--- config.mk ---
export PLATFORM = sky130hd
export DESIGN_NAME = busy_toggle_link
export DESIGN_NICKNAME = d
export VERILOG_FILES = /design/src/rtl/busy_link_pkg.sv /design/src/rtl/blink_toggle_tx.sv /design/src/rtl/blink_activity_rx.sv /design/src/rtl/busy_toggle_link.sv
export SDC_FILE = /design/constraint.sdc
export NUM_CORES = 1
export LEC_CHECK = 0
export ABC_AREA = 1
export BUFFER_PORTS_ARGS = -buffer_cell sky130_fd_sc_hd__buf_4
export CORE_MARGIN = 2
export CORE_UTILIZATION = 50
export DETAILED_ROUTE_END_ITERATION = 10
export PLACE_DENSITY_LB_ADDON = 0.3
export SYNTH_ARGS = -nofsm -noshare
export SYNTH_HDL_FRONTEND = slang
export SYNTH_HIERARCHICAL = 1
export SYNTH_SLANG_ARGS = --single-unit
--- constraint.sdc ---
create_clock -name clk -period 2.08 [get_ports clk]
set_input_delay 0.312 -clock clk [delete_from_list [all_inputs] [get_ports clk]]
set_output_delay 0.312 -clock clk [all_outputs]
set_load 0.03 [all_outputs]
--- src/rtl/busy_link_pkg.sv ---
package busy_link_pkg;
   // width of a counter that must reach n-1
   function automatic int unsigned cnt_w(input int unsigned n);
      return (n <= 2) ? 1 : $clog2(n);
   endfunction
endpackage

--- src/rtl/blink_toggle_tx.sv ---
module blink_toggle_tx #(
   parameter int unsigned DIV = 4
) (
   input  logic clk,
   input  logic rst_n,
   input  logic level_i,
   output logic line_o
);
   generate
      if (DIV == 1) begin : g_every
         always_ff @(posedge clk or negedge rst_n) begin
            if (!rst_n)       line_o <= 1'b0;
            else if (level_i) line_o <= ~line_o;
         end
      end else begin : g_div
         localparam int unsigned CW = busy_link_pkg::cnt_w(DIV);
         localparam logic [CW-1:0] LAST = CW'(DIV - 1);
         logic [CW-1:0] phase_q;
         always_ff @(posedge clk or negedge rst_n) begin
            if (!rst_n) begin
               phase_q <= '0;
               line_o  <= 1'b0;
            end else if (!level_i) begin
               phase_q <= '0;
            end else if (phase_q == LAST) begin
               phase_q <= '0;
               line_o  <= ~line_o;
            end else begin
               phase_q <= phase_q + 1'b1;
            end
         end
      end
   endgenerate
endmodule

--- src/rtl/blink_activity_rx.sv ---
module blink_activity_rx #(
   parameter int unsigned SYNC = 2,
   parameter int unsigned HOLD = 10
) (
   input  logic clk,
   input  logic rst_n,
   input  logic line_i,
   output logic level_o
);
   localparam int unsigned HW = busy_link_pkg::cnt_w(HOLD);
   localparam logic [HW-1:0] HLAST = HW'(HOLD - 1);

   logic [SYNC-1:0] sync_q;
   logic            last_q;
   logic            act;
   logic [HW-1:0]   quiet_q;

   always_ff @(posedge clk or negedge rst_n) begin
      if (!rst_n) begin
         sync_q <= '0;
         last_q <= 1'b0;
      end else begin
         sync_q <= {sync_q[SYNC-2:0], line_i};
         last_q <= sync_q[SYNC-1];
      end
   end

   assign act = sync_q[SYNC-1] ^ last_q;

   always_ff @(posedge clk or negedge rst_n) begin
      if (!rst_n) begin
         level_o <= 1'b0;
         quiet_q <= '0;
      end else if (act) begin
         level_o <= 1'b1;
         quiet_q <= '0;
      end else if (level_o) begin
         if (quiet_q == HLAST) begin
            level_o <= 1'b0;
            quiet_q <= '0;
         end else begin
            quiet_q <= quiet_q + 1'b1;
         end
      end
   end
endmodule

--- src/rtl/busy_toggle_link.sv ---
module busy_toggle_link #(
   parameter int unsigned NUM_LINKS   = 4,
   parameter int unsigned TOGGLE_DIV  = 4,
   parameter int unsigned SYNC_STAGES = 2,
   parameter int unsigned HOLD_CYCLES = 10
) (
   input  logic                 clk,
   input  logic                 rst_n,
   input  logic [NUM_LINKS-1:0] fe_busy_i,
   output logic [NUM_LINKS-1:0] fe_line_o,
   input  logic [NUM_LINKS-1:0] hub_line_i,
   output logic [NUM_LINKS-1:0] hub_busy_o,
   output logic                 stop_req_o,
   output logic                 stop_line_o,
   input  logic                 fe_stop_line_i,
   output logic                 fe_stop_o
);
   generate
      if (NUM_LINKS < 1 || NUM_LINKS > 8) begin : g_bad_links
         $error("NUM_LINKS must be 1..8");
      end
      if (TOGGLE_DIV < 1) begin : g_bad_div
         $error("TOGGLE_DIV must be at least 1");
      end
      if (HOLD_CYCLES <= TOGGLE_DIV) begin : g_bad_hold
         $error("HOLD_CYCLES must exceed TOGGLE_DIV");
      end
      if (SYNC_STAGES < 2 || SYNC_STAGES > 4) begin : g_bad_sync
         $error("SYNC_STAGES must be 2..4");
      end

      for (genvar i = 0; i < NUM_LINKS; i++) begin : g_link
         blink_toggle_tx #(.DIV(TOGGLE_DIV)) u_tx (
            .clk(clk), .rst_n(rst_n), .level_i(fe_busy_i[i]), .line_o(fe_line_o[i])
         );
         blink_activity_rx #(.SYNC(SYNC_STAGES), .HOLD(HOLD_CYCLES)) u_rx (
            .clk(clk), .rst_n(rst_n), .line_i(hub_line_i[i]), .level_o(hub_busy_o[i])
         );
      end
   endgenerate

   assign stop_req_o = |hub_busy_o;

   blink_toggle_tx #(.DIV(TOGGLE_DIV)) u_stop_tx (
      .clk(clk), .rst_n(rst_n), .level_i(stop_req_o), .line_o(stop_line_o)
   );

   blink_activity_rx #(.SYNC(SYNC_STAGES), .HOLD(HOLD_CYCLES)) u_stop_rx (
      .clk(clk), .rst_n(rst_n), .line_i(fe_stop_line_i), .level_o(fe_stop_o)
   );
endmodule

==> results.toml, run 1 <==
[grt]
grt_max_degree = 56
grt_pass1_wl_um = 6540
grt_pass1_vias = 1532
grt_overflow = 0
grt.total_usage_pct = 15.6
antenna_found_initial = 0

[timing]
hold_viol = 0
fin_crit_sh_pct = 71.7
rsz0062_at_grt = "no"
fin_ws_ps = 588
finalSetupViolations = 0
max_freq_ghz = 0.670
tightest_slew_ps = 666
maxSlewHeadroom_pct = 55.6
finalClockSkew_ps = 8.57
period_minus_slack_ps = 1490
finalSetupTns_ps = 0
slew_violations = 0

[synth]
ys_seq_elements = 55
ys.flop_type = "dfrtp_1"
synth_area_leaders = "dfrtp_1 54%, nand2_1 15%, ha_1 7.4%, inv_1 5.9%, nand3_1 3.0%"
syn_avg_cell_area_um2 = 9.28
yosys_warnings = 6
synth_common_cells = "101 x nand2_1, 55 x dfrtp_1, 40 x inv_1"
syn_nets = 299
synth_edf_count = 0
synth_top_area_share_pct = 54.3
async_flop_share_pct = 100
netlist-cell-type-count = 14
synth_cells = 273
yosysMostFrequentCell = "nand2_1"
synth_area_mm2 = 0.00253
synth.yosys.seq_area_share_pct = 54.3
yosysTopAreaCell = "dfrtp_1"

[drt]
wire_per_inst_um = 10.0
drt_iter0_drc = 81
drc = 0
dr.pass1.iters = 4
vias = 1672
viasPerCell = 4.53
finalWirelength_um = 3690
drtAntennaViolNets = 0

[power]
power_per_cell_area_mw_per_mm2 = 909
ir_drop_uv = 668
power.leakage_nw = 1.57

[worst_setup_path]
slowest_stage = "dfrtp_1"
crit_type = "flop to primary output"
cp-end-kind = "primary output"
reg2reg_slack_ps = 920
r2r_cells = 7
critical_path.max_fanout = 5
worst_path_largest_cell_delay_ps = 430
path_cells = "nor2_1, nand2_1, buf_4"
startpoint_type = "flop"
startpoint = "g_link[3].u_rx/level_o"
arrival_ps = 1180
reg2reg_to = "g_link[1].u_rx/quiet_q[3]"
reg2reg_from = "g_link[1].u_rx/quiet_q[1]"
cp.required_ps = 1770

[final_layout]
fillers = 430
antennaDiodeCount = 0
fin_nets = 327
drive_gt1_share_pct = 21.2
final_core_util_pct = 60.1
seq_area_mm2 = 0.00138
multi_input_area_um2 = 987
area_growth_pct = 14.2
stdcell_count = 369

[floorplanning]
die_x_um = 75.2
row_count = 25
initial_core_util_pct = 52.6
io_pins = 22
fp.dieArea_mm2 = 0.00565
die_h_um = 75.2
core_area_mm2 = 0.00482

[clock_tree]
cts_root_buf = "clkbuf_8"
tritoncts = "yes"
cts.sinks = 55
ctsHtreeMaxLevel = 2
clk-insertion-delay-late_ps = 310
ctsResizeCount = 0
clk_pin_slew_ps = 100
cts_hold_buffers = 0
postCtsSetupRepairBufs = 0
cts_buffer_depth = 2
cts_made_buffers = 5

[run]
cap_violations = 0

[run_status]
status = "finished clean"

[place]
dp.cells = 361
dpl.hpwl_um = 2600
portBuffers = 21
place_ws_ps = 924
gp_congestion = 0.751

[min_path]
min_path_type = "input port to async pin"
area by class of cell:
cell class | count | share of cell area, %
sequential | 55 | 47.6
multi-input combinational | 173 | 34.1
inverter | 45 | 5.84
timing repair buffer | 21 | 5.45
tap | 67 | 2.90
clock buffer | 5 | 2.38
clock inverter | 3 | 1.73
per-layer routing:
metal  vias to the layer above  global-route usage (%)  share of wire [%]
li1                        880                       -                  -
met1                       768                    19.4                 48
met2                        19                    25.4                 47
met3                         5                    4.42                3.5
met4                         0                    7.02                1.5
met5                         -                       0                  0
state kept, by name, summed over array words and instances, names as in the netlist:
name,flops
g_link.u_rx/quiet_q,16
g_link.u_rx/sync_q,8
g_link.u_tx/g_div.phase_q,8
g_link.u_rx/last_q,4
g_link.u_rx/level_o,4
g_link.u_tx/line_o,4
u_stop_rx/quiet_q,4
u_stop_rx/sync_q,2
u_stop_tx/g_div.phase_q,2
u_stop_rx/last_q,1
u_stop_rx/level_o,1
u_stop_tx/line_o,1
where the power goes:
group / internal [mW] / total, mW / switching, mW
clock: 0.371 / 0.727 / 0.355
sequential: 1.22 / 1.36 / 0.144
combinational: 0.218 / 0.542 / 0.324
stage by stage:
step                      power [mW]  area, um^2  hold WS [ps]
final                           2.63        2890          22.7
after floorplan                 1.74        2530          16.4
after CTS                       2.67        2890          42.8
after global routing            2.82        2890          69.6
after global placement          1.91        2770           334
after detailed placement        1.93        2770           335
worst max-delay path by stage:
stage                                       endpoint  slack [ps]  cells past startpoint
after global placement                    stop_req_o         940                      3
after detailed placement                  stop_req_o         920                      3
final                                     stop_req_o         590                      3
after CTS                                 stop_req_o         550                      3
after floorplan           u_stop_tx/g_div.phase_q[0]         840                      3
after global routing                      stop_req_o         470                      3
placed cells by master, fill, tap and decap left out, types with 5 or more instances in the layout:
cell type  instances
nand3_2            5
nand3_1           15
nor2_2             5
xor2_1             5
nand4_1            5
inv_2              5
clkbuf_8           5
inv_1             40
nand2_2           10
dfrtp_1           55
nor2_4             5
nor3b_2            5
buf_4             21
nand2_1          101
ha_1              15
kinds of logic after synthesis:
| kind of cell | after synthesis | synth area share [%] |
|---|---|---|
| and+or+nand+nor | 153 | 29.8 |
| buffers and inverters | 45 | 6.67 |
| DFF | 55 | 54.3 |
| adders and majority gates | 15 | 7.41 |
| xor gates and xnor gates | 5 | 1.73 |
critical path, delay by kind of cell (launching register included):
kind | cells | cell delay (ps)
buffers and inverters | 1 | 190
DFF | 1 | 430
and+or+nand+nor | 2 | 240
No activity file was read; power rests on OpenSTA's default activity.
==> run 2: changes to the inputs <==
==> constraint.sdc (replaced) <==
create_clock -name clk -period 1.5 [get_ports clk]
set_input_delay 0.225 -clock clk [delete_from_list [all_inputs] [get_ports clk]]
set_output_delay 0.225 -clock clk [all_outputs]
set_load 0.03 [all_outputs]
==> run 2 against run 1 <==
- final cell count is 2.4% higher
- first-iteration DRC count is 14% higher
- critical path depth stayed put
- sequential power is 38% higher
==> results.toml, run 2 (synthesis gave the netlist of run 1 again) <==
[drt]
viasPerCell = 4.57
wire_per_inst_um = 10.4
drc = 0
finalWirelength_um = 3920
drtAntennaViolNets = 0
drt_iter0_drc = 92
dr.pass1.iters = 4
vias = 1726

[power]
power.leakage_nw = 1.61
p_total_mw = 3.64
ir_drop_uv = 724
p_sw_mw = 1.14
internal-power_mw = 2.50
clkPwrFrac_pct = 26.9
p_comb_share_pct = 21.3
switching_share_pct = 31.2
p_seq_share_pct = 51.8
power_per_cell_area_mw_per_mm2 = 1220

[final_layout]
area_growth_pct = 17.7
final_core_util_pct = 61.9
design_area_mm2 = 0.00298
fin_nets = 336
stdcell_count = 378
layout_commonest_cell = "nand2_1"
largest_reg_flops = 16
regMostFlops = "g_link.u_rx/quiet_q"
antennaDiodeCount = 0
final_cell_mix = "101 x nand2_1, 53 x dfrtp_1, 40 x inv_1, 24 x buf_4"
largest_registers = "g_link.u_rx/quiet_q x16, g_link.u_rx/sync_q x8, g_link.u_tx/g_div.phase_q x8"
drive_gt1_share_pct = 22.5

[place]
gp_congestion = 0.758
placed_cell_area_mm2 = 0.00279
dpl.hpwl_um = 2800
dp.cells = 362
portBuffers = 21

[grt]
antenna_found_initial = 0
grt_overflow = 0
grt.total_usage_pct = 15.9
grt_pass1_wl_um = 6730
grt_pass1_vias = 1600
grt_max_degree = 34

[min_path]
min_path_type = "input port to flop"
holdCritStartpoint = "fe_stop_line_i"

[run_status]
status = "finished clean"

[worst_setup_path]
startpoint = "g_link[1].u_rx/level_o"
arrival_ps = 1190
critical_path.max_fanout = 5
crit_type = "flop to primary output"
startpoint_type = "flop"
cp.required_ps = 1270
reg2reg_from = "g_link[1].u_rx/quiet_q[0]"
r2r_cells = 6
reg2reg_to = "g_link[1].u_rx/quiet_q[1]"
reg2reg_slack_ps = 360
endpoint = "stop_req_o"
cp-end-kind = "primary output"

[timing]
finalSetupViolations = 0
finalSetupTns_ps = 0
max_freq_ghz = 0.706
tightest_slew_ps = 311
period_minus_slack_ps = 1420
hold_viol = 0
maxSlewHeadroom_pct = 79.2
rsz0062_at_grt = "no"
fin_crit_sh_pct = 94.5
slew_violations = 0
finalClockSkew_ps = 11.2

[clock_tree]
cts_buffer_depth = 2
ctsHtreeMaxLevel = 2
cts_made_buffers = 5
cts_root_buf = "clkbuf_8"
clk_pin_slew_ps = 100
clk-insertion-delay-late_ps = 310
cts.sinks = 55
tritoncts = "yes"

[floorplanning]
initial_core_util_pct = 52.6
io_pins = 22
core_area_mm2 = 0.00482
fp.dieArea_mm2 = 0.00565
die_h_um = 75.2
row_count = 25
die_x_um = 75.2

[run]
cap_violations = 0
run 2: worst min-delay path by stage:
stage / cells past startpoint / slack (ps) / end
floorplan: 0 / -70 / g_link[0].u_rx/last_q
global placement: 1 / 150 / g_link[3].u_rx/quiet_q[3]
detailed placement: 1 / 140 / g_link[3].u_rx/quiet_q[3]
CTS: 1 / 0.08 / g_link[1].u_rx/sync_q[0]
global route: 1 / 1 / u_stop_rx/sync_q[0]
finish: 1 / 20 / u_stop_rx/sync_q[0]
run 2: final cells by class:
class | count | area, um^2
Sequential cell | 55 | 1380
Tap cell | 67 | 83.8
Clock buffer | 5 | 68.8
Timing Repair Buffer | 30 | 250
Inverter | 45 | 169
Clock inverter | 3 | 43.8
Multi-Input combinational cell | 173 | 987
Fill cell | 426 | 1840
run 2: routing by layer:
layer	global-route usage, %	part of all wire (%)
met1	19.7	47
met2	26.4	48
met3	4.82	3.2
met4	5.85	1.2
met5	0	0
run 2: per-stage QoR:
stage          worst slack (ps)  hold slack (ps)
6_report                   83.1             20.0
2_1_floorplan               258            -70.6
3_5_place_dp                386              145
4_1_cts                    33.0           0.0842
3_3_place_gp                404              147
5_1_grt                  0.0379             1.27
run 2: worst max-delay path: stages, from the launching register on:
cell and delay (ps):
dfrtp_1 440, nor2_1 120, nand2_1 120, buf_4 200
run 2: power groups by stage:
stage / clock [mW] / sequential, mW / combinational (mW)
after detailed placement: 0 / 1.91 / 0.779
after floorplan: 0 / 2.01 / 0.399
final: 0.978 / 1.88 / 0.776
after CTS: 1.02 / 1.89 / 0.782
after global placement: 0 / 1.91 / 0.750
after global routing: 1.05 / 1.92 / 0.903
run 2: timing repair:
action / 4_1_cts / 5_1_grt
hold endpoints to repair: 22 / 4
buffers inserted: 0 / 3
resized for setup: 0 / 2
hold buffers: 1 / 4
setup endpoints to repair: 0 / 1
